--- src/rtl/vhp_pkg.sv ---
package vhp_pkg;
  typedef enum logic [1:0] {
    RGN_PAT  = 2'd0,
    RGN_SPR  = 2'd1,
    RGN_PAL  = 2'd2,
    RGN_NONE = 2'd3
  } region_e;

  localparam logic [7:0] SPR_PAGE = 8'hFE;
  localparam logic [7:0] PAL_PAGE = 8'hFF;
  localparam int unsigned OFS_W   = 8;
  localparam int unsigned OFS_STEP = 2;
endpackage

--- src/rtl/vhp_fifo.sv ---
module vhp_fifo #(
  parameter int unsigned DW    = 16,
  parameter int unsigned DEPTH = 4,
  localparam int unsigned PW   = (DEPTH > 1) ? $clog2(DEPTH) : 1,
  localparam int unsigned CW   = $clog2(DEPTH + 1)
) (
  input  logic          clk,
  input  logic          rst_n,
  input  logic          push,
  input  logic [DW-1:0] push_data,
  input  logic          pop,
  output logic [DW-1:0] head,
  output logic [CW-1:0] count,
  output logic          empty,
  output logic          full
);
  logic [DW-1:0] slots [DEPTH];
  logic [PW-1:0] wr_ptr, rd_ptr;

  function automatic logic [PW-1:0] step(input logic [PW-1:0] p);
    return (p == PW'(DEPTH - 1)) ? '0 : p + PW'(1);
  endfunction

  assign empty = (count == '0);
  assign full  = (count == CW'(DEPTH));
  assign head  = slots[rd_ptr];

  always_ff @(posedge clk) begin
    if (!rst_n) begin
      wr_ptr <= '0;
      rd_ptr <= '0;
      count  <= '0;
    end else begin
      if (push) wr_ptr <= step(wr_ptr);
      if (pop)  rd_ptr <= step(rd_ptr);
      if (push && !pop)      count <= count + CW'(1);
      else if (pop && !push) count <= count - CW'(1);
    end
  end

  always_ff @(posedge clk) begin
    if (push) slots[wr_ptr] <= push_data;
  end
endmodule

--- src/rtl/vhp_decode.sv ---
module vhp_decode
  import vhp_pkg::*;
#(
  parameter int unsigned AW = 16
) (
  input  logic [AW-1:0] addr,
  output region_e      region,
  output logic [AW-1:0] next_addr
);
  localparam int unsigned PAGE_W = AW - OFS_W;

  logic [PAGE_W-1:0] page;
  assign page = addr[AW-1:OFS_W];

  always_comb begin
    if (!addr[AW-1])             region = RGN_PAT;
    else if (page == SPR_PAGE)   region = RGN_SPR;
    else if (page == PAL_PAGE)   region = RGN_PAL;
    else                         region = RGN_NONE;
  end

  always_comb begin
    if (!addr[AW-1]) begin
      next_addr = {1'b0, addr[AW-2:0] + (AW-1)'(1)};
    end else begin
      next_addr = {page, addr[OFS_W-1:0] + OFS_W'(OFS_STEP)};
    end
  end
endmodule

--- src/rtl/vhp_addr.sv ---
module vhp_addr #(
  parameter int unsigned AW = 16,
  parameter int unsigned CW = 3
) (
  input  logic          clk,
  input  logic          rst_n,
  input  logic          addr_we,
  input  logic [AW-1:0] addr_in,
  input  logic          pop,
  input  logic [CW-1:0] count,
  input  logic [AW-1:0] next_addr,
  output logic [AW-1:0] cur_addr,
  output logic          pend_valid
);
  logic [AW-1:0] pend_addr;
  logic [CW-1:0] ahead;
  logic [CW-1:0] ahead_now;

  assign ahead_now = count - CW'(pop);

  always_ff @(posedge clk) begin
    if (!rst_n) begin
      cur_addr   <= '0;
      pend_addr  <= '0;
      pend_valid <= 1'b0;
      ahead      <= '0;
    end else if (addr_we) begin
      if (ahead_now == '0) begin
        cur_addr   <= addr_in;
        pend_valid <= 1'b0;
      end else begin
        if (pop) cur_addr <= next_addr;
        pend_addr  <= addr_in;
        pend_valid <= 1'b1;
        ahead      <= ahead_now;
      end
    end else if (pop) begin
      if (pend_valid && ahead == CW'(1)) begin
        cur_addr   <= pend_addr;
        pend_valid <= 1'b0;
      end else begin
        cur_addr <= next_addr;
      end
      if (pend_valid) ahead <= ahead - CW'(1);
    end
  end
endmodule

--- src/rtl/vram_host_port.sv ---
module vram_host_port
  import vhp_pkg::*;
#(
  parameter int unsigned DW    = 16,
  parameter int unsigned AW    = 16,
  parameter int unsigned DEPTH = 4,
  localparam int unsigned CW   = $clog2(DEPTH + 1),
  localparam int unsigned PAT_AW = AW - 1,
  localparam int unsigned SPR_AW = OFS_W - 1,
  localparam int unsigned PAL_AW = OFS_W - 2
) (
  input  logic              clk,
  input  logic              rst_n,
  input  logic              addr_we,
  input  logic [AW-1:0]     addr_in,
  input  logic              in_valid,
  output logic              in_ready,
  input  logic [DW-1:0]     in_data,
  output logic [1:0]        status,
  output logic [DW-1:0]     rd_data,
  input  logic              mem_grant,
  output logic              pat_we,
  output logic [PAT_AW-1:0] pat_addr,
  output logic              spr_we,
  output logic [SPR_AW-1:0] spr_addr,
  output logic              pal_we,
  output logic [PAL_AW-1:0] pal_addr,
  output logic [DW-1:0]     ram_wdata,
  input  logic [DW-1:0]     pat_rdata,
  input  logic [DW-1:0]     spr_rdata,
  input  logic [DW-1:0]     pal_rdata
);
  logic          q_empty, q_full, push, pop;
  logic [CW-1:0] q_count;
  logic [DW-1:0] q_head;
  logic [AW-1:0] cur_addr, next_addr;
  logic          pend_valid;
  region_e       region;

  assign in_ready = !q_full;
  assign push     = in_valid && in_ready;
  assign pop      = !q_empty && mem_grant;
  assign status   = {q_full, q_empty};

  vhp_fifo #(.DW(DW), .DEPTH(DEPTH)) u_fifo (
    .clk(clk), .rst_n(rst_n),
    .push(push), .push_data(in_data),
    .pop(pop), .head(q_head), .count(q_count),
    .empty(q_empty), .full(q_full)
  );

  vhp_decode #(.AW(AW)) u_dec (
    .addr(cur_addr), .region(region), .next_addr(next_addr)
  );

  vhp_addr #(.AW(AW), .CW(CW)) u_addr (
    .clk(clk), .rst_n(rst_n),
    .addr_we(addr_we), .addr_in(addr_in),
    .pop(pop), .count(q_count), .next_addr(next_addr),
    .cur_addr(cur_addr), .pend_valid(pend_valid)
  );

  assign pat_addr  = cur_addr[PAT_AW-1:0];
  assign spr_addr  = cur_addr[OFS_W-1:1];
  assign pal_addr  = cur_addr[OFS_W-2:1];
  assign ram_wdata = q_head;

  assign pat_we = pop && (region == RGN_PAT);
  assign spr_we = pop && (region == RGN_SPR);
  assign pal_we = pop && (region == RGN_PAL);

  always_comb begin
    unique case (region)
      RGN_PAT: rd_data = pat_rdata;
      RGN_SPR: rd_data = spr_rdata;
      RGN_PAL: rd_data = pal_rdata;
      default: rd_data = '1;
    endcase
  end
endmodule

--- config.mk ---
export PLATFORM = sky130hd
export DESIGN_NAME = vram_host_port
export DESIGN_NICKNAME = d
export VERILOG_FILES = /design/src/rtl/vhp_pkg.sv /design/src/rtl/vhp_fifo.sv /design/src/rtl/vhp_decode.sv /design/src/rtl/vhp_addr.sv /design/src/rtl/vram_host_port.sv
export SDC_FILE = /design/constraint.sdc
export NUM_CORES = 1
export LEC_CHECK = 0
export BUFFER_PORTS_ARGS = -buffer_cell sky130_fd_sc_hd__clkbuf_2
export CAP_MARGIN = 20
export CORE_UTILIZATION = 57
export CTS_CLUSTER_DIAMETER = 150
export DETAILED_ROUTE_END_ITERATION = 16
export HOLD_SLACK_MARGIN = 0.03
export PLACE_DENSITY = 0.95
export SLEW_MARGIN = 20
export SYNTH_ARGS = -nofsm -noshare
export SYNTH_HDL_FRONTEND = slang
export SYNTH_SLANG_ARGS = --single-unit
export TNS_END_PERCENT = 10
--- constraint.sdc ---
create_clock -name clk -period 4.5 [get_ports clk]
set_input_delay 0.225 -clock clk [delete_from_list [all_inputs] [get_ports clk]]
set_output_delay 0.225 -clock clk [all_outputs]
set_load 0.01 [all_outputs]
==> flow_metrics.tcl <==
set metrics [dict create \
    run_status "complete, no violations" \
    detail_route.wl_per_cell_um 19.0 \
    proportion_of_register_bits_with_asynchronous_set_or_reset_after_synthesis_pct 0 \
    report.final.hold_viol_count 0 \
    area_growth_pct 13.8 \
    ctsResizeCount 0 \
    synth_commonest_cells "sky130_fd_sc_hd__edfxtp_1, sky130_fd_sc_hd__nand2_1, sky130_fd_sc_hd__a21oi_1" \
    crit_path_max_incr_delay_ns 0.56 \
    pin_count 151 \
    floorplan.die_area_mm2 0.0101 \
    grt_setup_unrepaired "false" \
    final_min_period_over_clock_period_pct 63.6 \
    cts_hold_repair.buffers 0 \
    die_y_um 101 \
    cp_data_arrival_time_ns 3.13 \
    synth.area.top_cells "sky130_fd_sc_hd__edfxtp_1, sky130_fd_sc_hd__dfxtp_1, sky130_fd_sc_hd__mux4_2" \
    post-synth-top-area-cell "sky130_fd_sc_hd__edfxtp_1" \
    postSynthNetCount 605 \
    route.antenna.remaining_nets 0 \
    cts.sink_count 109 \
    postCtsSetupRepairBufs 0 \
    ys_seq_area_share_pct 51.0 \
    critical_path.cell_chain "o31a_1 -> ha_1 -> ha_1 -> and3_1 -> a21oi_1 -> o31ai_1 -> a221oi_1" \
    static_leakage_nw 2.43 \
    required_ns 4.77 \
    timing.clock.skew_ns 0.00897 \
    ys_dominant_reg_cell "sky130_fd_sc_hd__edfxtp_1" \
    core_area_mm2 0.00933 \
    cp-start-kind "register" \
    first_pass_iters 5 \
    setup.worst_path.end_class "register" \
    placement.io_buffers 150 \
    syn-cell-area_mm2 0.00554 \
    maxCapViolations 0 \
    via_per_inst 6.19 \
    initial_utilization_pct 59.3 \
    drc_marker_count_from_the_first_detailed_route_iteration 466 \
    hold_class "in2reg" \
    power-per-cell-area_mw_per_mm2 590 \
    final-setup-viol-count 0 \
    wire_length_of_the_first_global_routing_pass_um 21400 \
    slew_headroom_pct 32.7 \
    post_synth_inst_count 507 \
    number_of_flops_mapped_to_enable_cells_by_yosys 64 \
    post-route-drc-count 0 \
    clkLatencyLatePin_ns 0.39 \
    post_layout_nets 706 \
    cp_slowest_cell "sky130_fd_sc_hd__a21oi_1" \
    smallest_setup_slack_after_layout_ns 1.64 \
    gpl.final_weighted_congestion 0.966 \
    initial_antenna_violation_count 0 \
    dr_total_vias 4590 \
    max_clock_freq_mhz 349 \
    clk_path_buf_depth 2 \
    crit_path_frequent_cell "sky130_fd_sc_hd__ha_1" \
    avg_inst_size_synth_um2 10.9 \
    share_of_cells_above_drive_strength_1_pct 32.1 \
    synth.lib_cells_used.distinct 63 \
    yosys_warnings 0 \
    place_worst_setup_slack_ns 1.74 \
    clkSlewWorstSetupHoldPaths_ns 0.12 \
    drt_wl_total_um 14100 \
    worst_slew_pin_slew_ns 1.00 \
    grt_start_max_net_pins 35 \
    placementRows 35 \
    dp.final_hpwl_um 10200 \
    antenna_cells 0 \
    timing_max_transition_violations_final 0 \
    gr-usage-all-layers_pct 28.0 \
    path_class "reg2reg" \
    grt.overflow.total 0 \
    worst-path-max-fanout 8 \
    first_global_vias 4473 \
    cts_tree "built" \
    clk_root_buffer_cell "sky130_fd_sc_hd__clkbuf_8" \
    area_share_of_the_leading_cell_type_in_the_synthesized_netlist_pct 34.7 \
    synth.most_common_cell "sky130_fd_sc_hd__edfxtp_1" \
    htreeDepth 3 \
    totalNegativeSetupSlack_ns 0 \
    peakVddDrop_mv 0.393 \
    cts_buffers 9 \
    die-width_um 101 \
    ys_ff_latch 109 \
    layout_min_cycle_time_ns 2.86 \
]
## layout make-up
cell class                      count  area, um^2
Clock inverter                      7        98.8
Sequential cell                   109        2830
Inverter                           18        67.6
Tap cell                          129         161
Fill cell                         683        3030
Multi-Input combinational cell    319        2270
Clock buffer                        9         124
Timing Repair Buffer              151         758
## critical path: cells and delay by family, from the launching register on
family / cells / cell delay (ns)
DFF: 1 / 0.40
and+or+nand+nor: 1 / 0.27
adders and majority gates: 2 / 0.57
AOI/OAI and AO/OA: 4 / 1.49
## state kept, by name, indices dropped and copies added, names as in the netlist, named ones only
name,count
u_fifo.slots,64
u_addr.cur_addr,16
u_addr.pend_addr,16
u_addr.ahead,3
u_fifo.count,3
u_fifo.rd_ptr,2
u_fifo.wr_ptr,2
u_addr.pend_valid,1
## routing by layer
| metal | routed length, um | vias to the layer above | share of wire (%) | global-route usage [%] |
|---|---|---|---|---|
| li1 | - | 2059 | - | - |
| met1 | 4920 | 2119 | 35 | 31.1 |
| met2 | 7180 | 343 | 51 | 50.5 |
| met3 | 1300 | 69 | 9.3 | 5.83 |
| met4 | 670 | 0 | 4.8 | 14.3 |
| met5 | 0 | - | 0 | 0 |
## final timing paths
path | start | endpoint | slack, ns | depth (start not counted)
max | u_fifo.count[1] | u_addr.cur_addr[6] | 1.64 | 7
min | in_data[13] | u_fifo.slots[2][13] | 0.04 | 1
max reg2reg | u_fifo.count[1] | u_addr.cur_addr[6] | 1.64 | 7
min reg2reg | u_addr.pend_addr[15] | u_addr.pend_addr[15] | 0.47 | 2
## placed cells by master (no fill, tap or decap), drive strengths merged, types with 2 or more instances in the layout
cell,count
o211ai,3
xnor2,2
nor3,9
nor2,31
a2bb2oi,2
nand4b,2
nand2b,3
nand4,5
a211oi,5
inv,22
dfxtp,45
a221oi,7
mux2i,21
or3,6
clkbuf,159
a21oi,48
o21ai,30
nand2,52
mux4,16
o2bb2ai,2
and2,2
clkinv,3
and3,5
nor4,10
nand3,6
a211o,2
ha,12
a22oi,5
o31a,3
or4,2
edfxtp,64
xor2,4
o31ai,2
a31oi,5
## power by group
part           switching, mW  internal (mW)
Clock                  0.400          0.237
Sequential             0.265           1.25
Combinational          0.949          0.623
Total                   1.61           2.11
## kinds of logic after synthesis
| family | Yosys count | share of synthesized area [%] |
|---|---|---|
| and+or+nand+nor | 139 | 12.4 |
| AOI/OAI and AO/OA | 124 | 14.0 |
| DFF | 109 | 51.0 |
| buffers and inverters | 79 | 8.11 |
| muxes | 37 | 10.3 |
| adders and majority gates | 13 | 3.07 |
| xor gates and xnor gates | 6 | 1.09 |
## stage by stage
stage | power (mW) | utilization (%) | area, um^2 | hold slack (ns) | std cells
finish | 3.72 | 67.6 | 6300 | 0.0395 | 742
global route | 3.91 | 67.6 | 6300 | 0.0356 | 742
CTS | 3.68 | 67.5 | 6300 | 0.0401 | 742
detailed placement | 3.05 | 65.1 | 6070 | 0.448 | 726
global placement | 2.96 | 65.1 | 6070 | 0.437 | 726
floorplan | 2.70 | - | 5540 | 0.324 | 507
(Power assumes the default switching activity.)
